$ cat src/rtl/split_tracker_pkg.sv
package split_tracker_pkg;
  localparam int unsigned CMD_W = 3;

  typedef enum logic [CMD_W-1:0] {
    CMD_IDLE    = 3'd0,
    CMD_RD_SH   = 3'd1,
    CMD_RD_INV  = 3'd2,
    CMD_RD_MOD  = 3'd3,
    CMD_INVAL   = 3'd4,
    CMD_WR_INV  = 3'd5,
    CMD_RSP_SH  = 3'd6,
    CMD_RSP_MOD = 3'd7
  } bus_cmd_e;

  function automatic logic cmd_is_read(logic [CMD_W-1:0] c);
    return (c == CMD_RD_SH) || (c == CMD_RD_INV) || (c == CMD_RD_MOD);
  endfunction

  function automatic logic cmd_is_req(logic [CMD_W-1:0] c);
    return (c >= CMD_RD_SH) && (c <= CMD_WR_INV);
  endfunction
endpackage

$ cat src/rtl/st_prio_enc.sv
module st_prio_enc #(
  parameter int unsigned N = 4
) (
  input  logic [N-1:0] req_i,
  output logic [N-1:0] gnt_o
);
  always_comb begin
    logic found;
    found = 1'b0;
    gnt_o = '0;
    for (int i = 0; i < N; i++) begin
      if (req_i[i] && !found) begin
        gnt_o[i] = 1'b1;
        found    = 1'b1;
      end
    end
  end
endmodule

$ cat src/rtl/st_entry.sv
module st_entry #(
  parameter int unsigned ADDR_W = 16,
  parameter int unsigned RANK_W = 2
) (
  input  logic              clk_i,
  input  logic              rst_ni,
  input  logic              alloc_i,
  input  logic [ADDR_W-1:0] addr_i,
  input  logic              mod_i,
  input  logic              rdy_i,
  input  logic [RANK_W-1:0] rank_i,
  input  logic              pop_i,
  input  logic              free_i,
  output logic              valid_o,
  output logic [ADDR_W-1:0] addr_o,
  output logic              mod_o,
  output logic              ready_o,
  output logic              rise_o,
  output logic [RANK_W-1:0] rank_o
);
  logic              valid_q, mod_q, ready_q;
  logic [ADDR_W-1:0] addr_q;
  logic [RANK_W-1:0] rank_q;

  assign rise_o = valid_q && !ready_q && rdy_i;

  always_ff @(posedge clk_i or negedge rst_ni) begin
    if (!rst_ni) begin
      valid_q <= 1'b0;
      mod_q   <= 1'b0;
      ready_q <= 1'b0;
      addr_q  <= '0;
      rank_q  <= '0;
    end else if (free_i) begin
      valid_q <= 1'b0;
      ready_q <= 1'b0;
    end else if (alloc_i) begin
      valid_q <= 1'b1;
      ready_q <= 1'b0;
      addr_q  <= addr_i;
      mod_q   <= mod_i;
    end else if (rise_o) begin
      ready_q <= 1'b1;
      rank_q  <= rank_i;
    end else if (ready_q && pop_i) begin
      rank_q  <= rank_q - 1'b1;
    end
  end

  assign valid_o = valid_q;
  assign addr_o  = addr_q;
  assign mod_o   = mod_q;
  assign ready_o = ready_q;
  assign rank_o  = rank_q;
endmodule

$ cat src/rtl/split_tracker.sv
module split_tracker
  import split_tracker_pkg::*;
#(
  parameter int unsigned ADDR_W  = 16,
  parameter int unsigned ENTRIES = 4
) (
  input  logic               clk_i,
  input  logic               rst_ni,
  input  logic               snp_valid_i,
  input  logic [2:0]         snp_cmd_i,
  input  logic [ADDR_W-1:0]  snp_addr_i,
  input  logic               addr_own_i,
  input  logic               data_rdy_i,
  input  logic [ENTRIES-1:0] rdy_i,
  input  logic               rsp_gnt_i,
  output logic               sr_o,
  output logic               wt_o,
  output logic               rsp_req_o,
  output logic [2:0]         rsp_cmd_o,
  output logic [ADDR_W-1:0]  rsp_addr_o
);
  localparam int unsigned RANK_W = (ENTRIES > 1) ? $clog2(ENTRIES) : 1;

  logic [ENTRIES-1:0]  ent_valid, ent_mod, ent_ready, ent_rise;
  logic [ENTRIES-1:0]  alloc, free_gnt, head, release_v;
  logic [ADDR_W-1:0]   ent_addr [ENTRIES];
  logic [RANK_W-1:0]   ent_rank [ENTRIES];
  logic [RANK_W-1:0]   rank_set [ENTRIES];
  logic                hit, full, need_split, pop, new_mod;

  always_comb begin
    hit = 1'b0;
    for (int i = 0; i < ENTRIES; i++)
      if (ent_valid[i] && ent_addr[i] == snp_addr_i) hit = 1'b1;
  end

  assign full       = &ent_valid;
  assign need_split = snp_valid_i && cmd_is_read(snp_cmd_i) && addr_own_i && !data_rdy_i;
  assign sr_o       = need_split && !hit && !full;
  assign wt_o       = snp_valid_i && cmd_is_req(snp_cmd_i) && (hit || (need_split && full));
  assign new_mod    = (snp_cmd_i == CMD_RD_MOD);

  st_prio_enc #(.N(ENTRIES)) u_free_pick (
    .req_i (~ent_valid),
    .gnt_o (free_gnt)
  );

  assign alloc = free_gnt & {ENTRIES{sr_o}};
  assign pop   = rsp_req_o && rsp_gnt_i;

  // queue position for entries turning ready: after survivors, lower index first
  always_comb begin
    int acc;
    acc = 0;
    for (int i = 0; i < ENTRIES; i++) acc += int'(ent_ready[i]);
    if (pop) acc -= 1;
    for (int i = 0; i < ENTRIES; i++) begin
      rank_set[i] = RANK_W'(acc);
      if (ent_rise[i]) acc += 1;
    end
  end

  always_comb begin
    for (int i = 0; i < ENTRIES; i++) head[i] = ent_ready[i] && (ent_rank[i] == '0);
  end

  assign release_v = head & {ENTRIES{pop}};

  genvar g;
  generate
    for (g = 0; g < ENTRIES; g++) begin : g_ent
      st_entry #(.ADDR_W(ADDR_W), .RANK_W(RANK_W)) u_ent (
        .clk_i   (clk_i),
        .rst_ni  (rst_ni),
        .alloc_i (alloc[g]),
        .addr_i  (snp_addr_i),
        .mod_i   (new_mod),
        .rdy_i   (rdy_i[g]),
        .rank_i  (rank_set[g]),
        .pop_i   (pop),
        .free_i  (release_v[g]),
        .valid_o (ent_valid[g]),
        .addr_o  (ent_addr[g]),
        .mod_o   (ent_mod[g]),
        .ready_o (ent_ready[g]),
        .rise_o  (ent_rise[g]),
        .rank_o  (ent_rank[g])
      );
    end
  endgenerate

  always_comb begin
    logic mod_sel;
    mod_sel    = 1'b0;
    rsp_addr_o = '0;
    for (int i = 0; i < ENTRIES; i++) begin
      if (head[i]) begin
        mod_sel    = mod_sel | ent_mod[i];
        rsp_addr_o = rsp_addr_o | ent_addr[i];
      end
    end
    rsp_req_o = |head;
    rsp_cmd_o = !rsp_req_o ? CMD_IDLE : (mod_sel ? CMD_RSP_MOD : CMD_RSP_SH);
  end
endmodule

$ cat config.mk
export PLATFORM = sky130hd
export DESIGN_NAME = split_tracker
export DESIGN_NICKNAME = d
export VERILOG_FILES = /design/src/rtl/split_tracker_pkg.sv /design/src/rtl/st_prio_enc.sv /design/src/rtl/st_entry.sv /design/src/rtl/split_tracker.sv
export SDC_FILE = /design/constraint.sdc
export NUM_CORES = 1
export LEC_CHECK = 0
export BUFFER_PORTS_ARGS = -buffer_cell sky130_fd_sc_hd__buf_2
export CAP_MARGIN = 5
export CORE_ASPECT_RATIO = 1.4
export CORE_UTILIZATION = 25
export CTS_CLUSTER_SIZE = 16
export DETAILED_ROUTE_END_ITERATION = 8
export PLACE_DENSITY = 0.43
export SLEW_MARGIN = 20
export SYNTH_ARGS = -nofsm -noshare
export SYNTH_HDL_FRONTEND = slang
export SYNTH_SLANG_ARGS = --single-unit
$ cat constraint.sdc
create_clock -name clk_i -period 3.2 [get_ports clk_i]
set_input_delay 0.32 -clock clk_i [delete_from_list [all_inputs] [get_ports clk_i]]
set_output_delay 0.32 -clock clk_i [all_outputs]
set_load 0.02 [all_outputs]
==> impl_metrics.py, run 1 <==
metrics = {
    "logic_synthesis": {
        "synth_enable_flop_cells": 0,
        "synth_cell_types": 68,
        "synth_compound_area_share_pct": 11.4,
        "synth_simple_gate_area_share_pct": 15.8,
        "synth_fa_ha_area_share_pct": 1.56,
        "ys_ff_latch": 84,
        "synth_xor_area_share_pct": 11.7,
        "yosys_warnings": 0,
        "avgSynthCellArea_sq_um": 10.6,
        "synth_top_family_by_area": "simple AND/OR/NAND/NOR gates",
        "synth_fp_nets": 535,
        "syn_area_sq_um": 5300,
        "synth_cells": 500,
        "synthMuxAreaShare_pct": 15.4,
        "async_reset_ff_share_pct": 100,
        "seq_area_frac_synth_pct": 39.7,
        "ys.flop_type": "dfrtp_1",
    },
    "clocking": {
        "post_cts.repair.setup_buffers": 0,
        "root_buffer": "clkbuf_16",
        "htreeDepth": 3,
        "cts_sinks": 84,
        "clkLatencyLatePin_ns": 0.34,
        "cts_tree": "done",
        "numCtsBuffers": 9,
        "path_clk_slew_ns": 0.06,
        "cts_buffer_depth": 2,
    },
    "die": {
        "die_height_um": 174,
        "core_sq_um": 20600,
        "dieArea_sq_um": 21800,
        "rows": 62,
        "initial_core_util_pct": 25.7,
        "io_pins": 51,
        "die_w_um": 125,
    },
    "critical_path": {
        "slowest_delay_ns": 0.63,
        "critPathMaxFanout": 8,
        "crit_type": "register to output pin",
        "crit_required_ns": 2.88,
        "endpoint_kind": "output pin",
        "start_kind": "register",
        "critical_path_buf_inv_count": 1,
        "cpLargestDelayFamily": "simple AND/OR/NAND/NOR gates",
        "critPathSlowestCell": "or4b_2",
        "path_cells": "xnor2_1, nand2_1, or4b_2, o22a_1, nand2_4, or2_2, nor2_1, buf_2",
        "arrival_ns": 2.65,
    },
    "timing": {
        "finClkSkew_ns": 0.00935,
        "slew_violations": 0,
        "fin_tns_setup_ns": 0,
        "fin_crit_sh_pct": 92.8,
        "final-hold-violation-count": 0,
        "timing.fmax_mhz": 337,
        "rsz0062_at_grt": "false",
        "hold_ws_ns": 0.272,
        "final-setup-viol-count": 0,
        "worst_slew_pin_slew_ns": 0.589,
        "relSlewSlack_pct": 60.2,
        "min_period_ns": 2.97,
    },
    "finish": {
        "stdcell_count": 800,
        "final_layout_size_suffix_gt1_share_pct": 29.6,
        "fin_nets": 574,
        "fillers": 2159,
        "postLayoutCellArea_sq_um": 6080,
        "fin_util_pct": 29.5,
        "n_antenna_cell": 0,
        "synthToLayoutAreaGrowth_pct": 14.7,
    },
    "global_route": {
        "overflow": 0,
        "track_usage_pct": 15.4,
        "first_global_vias": 4330,
        "grt_util_met1_pct": 16.7,
        "antenna_found_initial": 0,
        "grt_max_degree": 30,
        "use_met3_pct": 2.12,
        "grt-busiest-layer": "met2",
        "grt_pass1_wl_um": 25300,
        "grt_use_met2_pct": 29.2,
    },
    "detailed_routing": {
        "viasPerCell": 5.06,
        "wl_per_cell_um": 20.3,
        "ant_nets": 0,
        "dr.pass1.iters": 6,
        "drt_iter0_markers": 234,
        "drc": 5,
        "num_vias": 4050,
        "routed_wl_um": 16200,
    },
    "power": {
        "power.density_nw_per_um2": 867,
        "peakVddDrop_uv": 257,
        "p_leak_nw": 2.75,
    },
    "run_status": {
        "outcome": "finished, violations left",
        "failed_checks": "design-rule violations",
    },
    "placement": {
        "placed_cell_area_sq_um": 5770,
        "hpwl_um": 12400,
        "gp_congestion": 0.875,
        "io_buffers": 50,
        "placed_cells_incl_taps": 783,
    },
    "flow_run": {
        "drv_cap": 0,
    },
    "worst_hold_path": {
        "hold_path.class": "primary input to register",
    },
}
state kept, by name (all words and copies together) (netlist names):
register             cells
g_ent.u_ent.addr_o      64
g_ent.u_ent.rank_o       8
g_ent.u_ent.mod_o        4
g_ent.u_ent.ready_o      4
g_ent.u_ent.valid_o      4
cell usage after synthesis, drive strengths merged, types with 3 or more instances:
master,instances,area [sq um]
a221o,3,30.0
and3,3,23.8
o21ai,3,15.0
nand4,10,68.8
dfrtp,84,2100
nor3,13,65.1
a22oi,38,299
ha,5,62.6
nand2,52,210
or4b,3,30.0
and2,8,50.1
clkbuf,10,37.5
xnor2,33,289
nand3b,3,22.5
o21a,3,22.5
buf,26,161
mux2,68,803
or4,4,33.8
nor4,14,103
nand3,11,60.1
inv,10,37.5
nor2,17,63.8
and3b,3,26.3
xor2,38,333
a21oi,3,18.8
logic make-up after synthesis:
family                     Yosys count
xor gates and xnor gates            71
and+or+nand+nor                    151
AOI/OAI and AO/OA                   73
DFF                                 84
muxes                               69
adders and majority gates            6
buffers and inverters               46
per-layer routing:
layer  vias to the layer above  share of wire [%]
li1                       1891                  -
met1                      2057                 40
met2                        77                 54
met3                        25                2.4
met4                         0                3.4
met5                         -                  0
report_power, final:
group          leakage [nW]  internal [mW]  total [mW]  switching [mW]
Sequential             1.07           1.46        1.88           0.419
Combinational          1.54           1.02        2.36            1.35
Clock                 0.141          0.592        1.03           0.434
Total                  2.75           3.07        5.27            2.20
final timing paths:
kind / startpoint / end / slack [ns] / cells after the start
setup reg to reg: g_ent[0].u_ent.rank_o[0] / g_ent[3].u_ent.rank_o[1] / 0.41 / 10
min in group asynchronous: rst_ni / g_ent[2].u_ent.addr_o[10] / 0.47 / 2
hold reg to reg: g_ent[3].u_ent.mod_o / g_ent[3].u_ent.mod_o / 0.51 / 1
hold / removal: rdy_i[3] / g_ent[3].u_ent.ready_o / 0.27 / 3
max in group asynchronous: rst_ni / g_ent[2].u_ent.addr_o[7] / 1.93 / 3
setup / recovery: g_ent[2].u_ent.addr_o[14] / sr_o / 0.23 / 8
repair_timing:
item | in CTS | in global routing
resized for setup | 0 | 0
endpoints found under the hold margin | 26 | 0
hold buffers | 1 | 0
layout make-up:
class | instances | area (sq um) | share of cell area, %
well taps | 256 | 320 | 5.27
clock buffers | 12 | 267 | 4.39
inverters | 10 | 37.5 | 0.618
multi-input cells | 370 | 2960 | 48.7
clock inverters | 4 | 32.5 | 0.535
repair buffers | 64 | 360 | 5.93
flip-flops and latches | 84 | 2100 | 34.6
metrics by stage:
step	power, mW	worst slack, ns
final	5.27	0.229
after global routing	5.62	0.114
after CTS	5.34	0.210
after detailed placement	4.28	0.381
after global placement	4.24	0.402
after floorplan	3.51	0.545
worst reg2reg max path: cells and delay by family (launching register included):
| kind | cells | cell delay [ns] |
|---|---|---|
| AND/OR/NAND/NOR | 4 | 1.02 |
| flip-flops | 1 | 0.38 |
| AO/OA/AOI/OAI | 3 | 0.75 |
| adder cells (fa/ha/maj) | 1 | 0.16 |
| buffers and inverters | 2 | 0.35 |
cells in the final DEF, fill, tap and decap left out, types with 2 or more instances in the layout:
cell / synthesis / layout
or4b_1: 2 / 2
mux2_2: 58 / 58
nor4b_1: 2 / 2
clkinvlp_4: 0 / 2
buf_2: 15 / 49
and3_1: 2 / 2
and3b_1: 3 / 3
o32ai_1: 2 / 2
clkbuf_8: 0 / 3
nand3_1: 10 / 10
nand2b_1: 2 / 2
a221o_1: 3 / 3
ha_1: 5 / 5
xnor2_1: 33 / 33
nand4_1: 9 / 9
a21oi_1: 2 / 2
inv_1: 10 / 10
xor2_1: 38 / 38
a22oi_1: 37 / 37
o21ai_0: 3 / 3
a211oi_1: 2 / 2
or4_1: 3 / 3
nand2_1: 50 / 50
nor4_1: 13 / 13
or2_2: 2 / 2
mux2_4: 10 / 10
o21a_1: 3 / 3
clkbuf_16: 0 / 9
nor2_1: 17 / 17
nand2_4: 2 / 2
dfrtp_1: 84 / 84
and4_1: 2 / 2
clkinv_4: 0 / 2
and2_1: 7 / 7
buf_4: 6 / 14
nor3_1: 13 / 13
nand3b_1: 3 / 3
Note: power is estimated with default switching activity, not from simulation.
==> inputs of run 2 (changes only) <==
--- a/config.mk
+++ b/config.mk
@@ -5,13 +5,13 @@
 export SDC_FILE = /design/constraint.sdc
 export NUM_CORES = 1
 export LEC_CHECK = 0
-export BUFFER_PORTS_ARGS = -buffer_cell sky130_fd_sc_hd__buf_2
 export CAP_MARGIN = 5
 export CORE_ASPECT_RATIO = 1.4
 export CORE_UTILIZATION = 25
 export CTS_CLUSTER_SIZE = 16
 export DETAILED_ROUTE_END_ITERATION = 8
-export PLACE_DENSITY = 0.43
+export DONT_BUFFER_PORTS = 1
+export PLACE_DENSITY = 0.41
 export SLEW_MARGIN = 20
 export SYNTH_ARGS = -nofsm -noshare
 export SYNTH_HDL_FRONTEND = slang
==> constraint.sdc (replaced) <==
create_clock -name clk_i -period 3.2 [get_ports clk_i]
set_input_delay 0.16 -clock clk_i [delete_from_list [all_inputs] [get_ports clk_i]]
set_output_delay 0.16 -clock clk_i [all_outputs]
set_load 0.02 [all_outputs]
==> run 2 against run 1 <==
Against the previous run: the flow still finishes with violations (design-rule violations); sequential share of layout area up 0.078 points; critical path depth up 1; register-to-register slack worse by 0.07 ns; hold slack worse by 0.26 ns; clock power up 16%; wire length up 5.8%; final cell count down 4.1%; sequential cell count unchanged; clock skew down 0.0019 ns; power up 2.0%; critical path type is now register to register; largest power group unchanged.
==> impl_metrics.py, run 2 (synthesis results as in run 1) <==
metrics = {
    "clocking": {
        "htreeDepth": 3,
        "clkLatencyLatePin_ns": 0.35,
        "path_clk_slew_ns": 0.06,
        "post_cts.repair.setup_buffers": 0,
        "cts_tree": "done",
        "numCtsBuffers": 9,
        "root_buffer": "clkbuf_16",
        "cts_buffer_depth": 2,
        "cts_sinks": 84,
        "cts_resized": 0,
    },
    "run_status": {
        "failed_checks": "design-rule violations",
        "outcome": "finished, violations left",
    },
    "timing": {
        "fin_tns_setup_ns": 0,
        "final-hold-violation-count": 0,
        "final-setup-viol-count": 0,
        "fin_crit_sh_pct": 89.3,
        "finClkSkew_ns": 0.00749,
        "relSlewSlack_pct": 60.7,
        "worst_slew_pin_slew_ns": 0.591,
        "slew_violations": 0,
        "timing.fmax_mhz": 350,
        "rsz0062_at_grt": "false",
        "min_period_ns": 2.86,
    },
    "finish": {
        "final_common_cell": "dfrtp_1",
        "layout_common_cells": "84 x dfrtp_1, 58 x mux2_2, 50 x nand2_1",
        "fin_nets": 541,
        "largest_reg_flops": 64,
        "postLayoutCellArea_sq_um": 6060,
        "final_layout_size_suffix_gt1_share_pct": 21.5,
        "n_antenna_cell": 0,
        "synthToLayoutAreaGrowth_pct": 14.5,
    },
    "die": {
        "core_sq_um": 20600,
        "initial_core_util_pct": 25.7,
        "die_height_um": 174,
        "rows": 62,
        "die_w_um": 125,
        "dieArea_sq_um": 21800,
        "io_pins": 51,
    },
    "power": {
        "peakVddDrop_uv": 262,
        "power.density_nw_per_um2": 886,
        "total_power_mw": 5.37,
        "p_leak_nw": 2.63,
    },
    "detailed_routing": {
        "drt_iter0_markers": 198,
        "dr.pass1.iters": 7,
        "num_vias": 3961,
        "drc": 6,
        "viasPerCell": 5.16,
        "wl_per_cell_um": 22.3,
        "ant_nets": 0,
        "routed_wl_um": 17100,
    },
    "critical_path": {
        "crit_type": "register to register",
        "crit_required_ns": 3.41,
        "arrival_ns": 3.07,
        "start_kind": "register",
        "critPathMaxFanout": 5,
        "endpoint_kind": "register",
    },
    "flow_run": {
        "drv_cap": 0,
    },
    "placement": {
        "hpwl_um": 11900,
        "io_buffers": 0,
        "gp_congestion": 0.848,
        "placed_cell_area_sq_um": 5510,
    },
    "worst_hold_path": {
        "hold_path.class": "primary input to register",
    },
    "global_route": {
        "overflow": 0,
        "antenna_found_initial": 0,
        "track_usage_pct": 16.4,
        "grt_pass1_wl_um": 26300,
        "first_global_vias": 4290,
        "grt_max_degree": 85,
    },
}
run 2: cell types whose count changed in the layout (fill, tap and decap cells not counted):
cell | before | now
buf_16 | 0 | 1
buf_2 | 49 | 0
buf_4 | 14 | 11
bufinv_16 | 0 | 2
clkbuf_1 | 0 | 1
clkinv_4 | 2 | 0
clkinvlp_4 | 2 | 1
dlygate4sd3_1 | 1 | 19
o41ai_1 | 1 | 0
o41ai_2 | 0 | 1
run 2: power by group:
| group | total, mW | switching (mW) | internal (mW) |
|---|---|---|---|
| clock | 1.19 | 0.446 | 0.749 |
| sequential | 1.87 | 0.407 | 1.46 |
| combinational | 2.31 | 1.35 | 0.965 |
run 2: through the flow:
step / hold slack, ns / util (%) / cells / worst slack (ns)
3_3_place_gp: -0.129 / 26.7 / 731 / 0.393
5_1_grt: 0.0222 / 29.4 / 767 / 0.187
2_1_floorplan: -0.136 / - / 500 / 0.545
3_5_place_dp: -0.129 / 26.7 / 731 / 0.351
4_1_cts: 0.00191 / 29.4 / 767 / 0.316
6_report: 0.00971 / 29.4 / 767 / 0.341
run 2: routing by layer:
metal	wire (um)	GRT usage (%)
met3	766	3.11
met4	703	8.84
met1	6550	17.5
met2	9120	30.2
met5	0	0
run 2: critical path, stage by stage, from the launching register on:
cell,delay [ns]
dfrtp_1,0.35
inv_1,0.06
ha_1,0.20
and2_1,0.22
o41ai_2,0.60
nor2_1,0.16
or4_1,0.56
and3_1,0.20
o31ai_1,0.27
a22oi_1,0.11
run 2: area by class of cell:
class | count | area (sq um)
multi-input cells | 370 | 2970
flip-flops and latches | 84 | 2100
clock buffers | 13 | 270
well taps | 256 | 320
fillers | 2132 | 14600
inverters | 10 | 37.5
repair buffers | 31 | 300
clock inverters | 3 | 67.6
run 2: what timing repair did:
action	CTS	global route
endpoints found under the setup margin	0	0
endpoints found under the hold margin	150	0
hold buffers	20	0
run 2: path summary, 6_finish.rpt:
kind / start / endpoint / cells after the start / slack (ns)
setup / recovery: g_ent[0].u_ent.rank_o[0] / g_ent[3].u_ent.rank_o[1] / 9 / 0.34
hold / removal: rsp_gnt_i / g_ent[2].u_ent.valid_o / 2 / 0.01
setup reg to reg: g_ent[0].u_ent.rank_o[0] / g_ent[3].u_ent.rank_o[1] / 9 / 0.34
hold reg to reg: g_ent[2].u_ent.mod_o / g_ent[2].u_ent.mod_o / 1 / 0.51
max in group asynchronous: rst_ni / g_ent[0].u_ent.addr_o[3] / 2 / 2.46
min in group asynchronous: rst_ni / g_ent[3].u_ent.rank_o[0] / 2 / 0.39
==> inputs of run 3 (changes only) <==
--- a/config.mk
+++ b/config.mk
@@ -12,6 +12,7 @@
 export DETAILED_ROUTE_END_ITERATION = 8
 export DONT_BUFFER_PORTS = 1
 export PLACE_DENSITY = 0.41
+export SETUP_SLACK_MARGIN = 0.5
 export SLEW_MARGIN = 20
 export SYNTH_ARGS = -nofsm -noshare
 export SYNTH_HDL_FRONTEND = slang
==> run 3 against run 2 <==
Against the previous run: clock-buffer cell count is the same; final cell count rose by 0.52%; worst setup slack improved by 0.20 ns; largest power group unchanged; clock power is essentially flat; global-route usage about the same; core utilization is 0.53 points higher; the run still ends with design-rule violations left; critical endpoint unchanged.
==> impl_metrics.py, run 3 (synthesis results as in run 1) <==
metrics = {
    "power": {
        "total_power_mw": 5.48,
        "peakVddDrop_uv": 262,
        "p_leak_nw": 2.66,
        "power.density_nw_per_um2": 888,
    },
    "finish": {
        "seq_area_sq_um": 2110,
        "postLayoutCellArea_sq_um": 6170,
        "stdcell_count": 771,
        "n_antenna_cell": 0,
        "layout_common_cells": "81 x dfrtp_1, 58 x mux2_2, 50 x nand2_1",
        "largest_reg_flops": 64,
        "multi_input_area_sq_um": 3030,
        "fin_nets": 545,
        "synthToLayoutAreaGrowth_pct": 16.5,
        "fin_util_pct": 29.9,
        "final_layout_size_suffix_gt1_share_pct": 23.9,
        "final_common_cell": "dfrtp_1",
        "fillers": 2128,
    },
    "clocking": {
        "path_clk_slew_ns": 0.06,
        "root_buffer": "clkbuf_16",
        "numCtsBuffers": 9,
        "cts_tree": "done",
        "cts_buffer_depth": 2,
        "clkLatencyLatePin_ns": 0.35,
        "htreeDepth": 3,
        "cts_sinks": 84,
    },
    "timing": {
        "final-setup-viol-count": 0,
        "fin_crit_sh_pct": 83.1,
        "relSlewSlack_pct": 58.9,
        "final-hold-violation-count": 0,
        "hold_ws_ns": 0.0151,
        "rsz0062_at_grt": "true",
        "worst_slack_ns": 0.541,
        "finClkSkew_ns": 0.00683,
        "slew_violations": 0,
        "fin_tns_setup_ns": 0,
        "timing.fmax_mhz": 376,
        "min_period_ns": 2.66,
        "worst_slew_pin_slew_ns": 0.617,
    },
    "flow_run": {
        "drv_cap": 0,
    },
    "critical_path": {
        "crit_required_ns": 3.42,
        "endpoint_kind": "register",
        "slowest_delay_ns": 0.59,
        "critPathSlowestCell": "fa_1",
        "path_cells": "fa_1, ha_4, or4_1, o311ai_0, a211oi_1, and3_1, o31ai_2, a22oi_1",
        "crit_start": "g_ent[3].u_ent.ready_o",
        "reg2reg_from": "g_ent[3].u_ent.ready_o",
        "critPathMaxFanout": 10,
        "start_kind": "register",
        "r2r_slack_ns": 0.54,
        "crit_type": "register to register",
        "arrival_ns": 2.88,
    },
    "die": {
        "die_height_um": 174,
        "core_sq_um": 20600,
        "rows": 62,
        "die_w_um": 125,
        "io_pins": 51,
        "initial_core_util_pct": 25.7,
        "dieArea_sq_um": 21800,
    },
    "global_route": {
        "grt-busiest-layer": "met2",
        "grt_util_met1_pct": 17.5,
        "grt_pass1_wl_um": 26400,
        "use_met3_pct": 2.95,
        "antenna_found_initial": 0,
        "first_global_vias": 4325,
        "track_usage_pct": 16.4,
        "overflow": 0,
        "grt_use_met2_pct": 30.4,
        "grt_max_degree": 85,
    },
    "detailed_routing": {
        "wl_per_cell_um": 22.2,
        "num_vias": 3955,
        "viasPerCell": 5.13,
        "drt_iter0_markers": 194,
        "dr.pass1.iters": 6,
        "drc": 6,
        "routed_wl_um": 17100,
        "ant_nets": 0,
    },
    "placement": {
        "gp_congestion": 0.848,
        "placed_cells_incl_taps": 731,
        "post-place-ws_ns": 0.351,
        "placed_cell_area_sq_um": 5510,
        "hpwl_um": 11900,
        "io_buffers": 0,
    },
    "run_status": {
        "failed_checks": "design-rule violations",
        "outcome": "finished, violations left",
    },
    "worst_hold_path": {
        "hold_path.class": "primary input to register",
        "min_from": "rsp_gnt_i",
    },
}
[run 3: layer usage]
| layer | vias up | wire (um) |
|---|---|---|
| li1 | 1833 | - |
| met1 | 2026 | 6680 |
| met2 | 66 | 9270 |
| met3 | 30 | 479 |
| met4 | 0 | 677 |
| met5 | - | 0 |
[run 3: path summary, 6_finish.rpt]
check                                           end  depth (start not counted)
min in group asynchronous  g_ent[3].u_ent.rank_o[0]                          2
max                        g_ent[3].u_ent.rank_o[1]                          8
max reg2reg                g_ent[3].u_ent.rank_o[1]                          8
min                          g_ent[2].u_ent.valid_o                          2
max in group asynchronous    g_ent[0].u_ent.ready_o                          2
min reg2reg                    g_ent[2].u_ent.mod_o                          1
[run 3: where the power goes]
group / internal, mW / switching, mW
combinational: 1.05 / 1.37
sequential: 1.46 / 0.412
clock: 0.749 / 0.444
[run 3: layout make-up]
| class | instances | share of cell area [%] |
|---|---|---|
| Clock inverter | 3 | 1.09 |
| Tap cell | 256 | 5.19 |
| Inverter | 10 | 0.608 |
| Multi-Input combinational cell | 370 | 49.0 |
| Timing Repair Buffer | 35 | 5.59 |
| Clock buffer | 13 | 4.38 |
| Sequential cell | 84 | 34.1 |
[run 3: what timing repair did]
item / CTS / global route
resized for setup: 5 / 12
endpoints found under the hold margin: 150 / 0
pin swaps: 2 / 2
setup endpoints to repair: 2 / 72
buffers inserted: 2 / 2
hold buffers: 20 / 0
[run 3: critical path, delay by kind of cell (launching register included)]
family | cells | cell delay (ns)
compound gates | 4 | 0.55
fa+ha+maj | 2 | 0.83
flops | 1 | 0.43
simple gates | 2 | 0.72
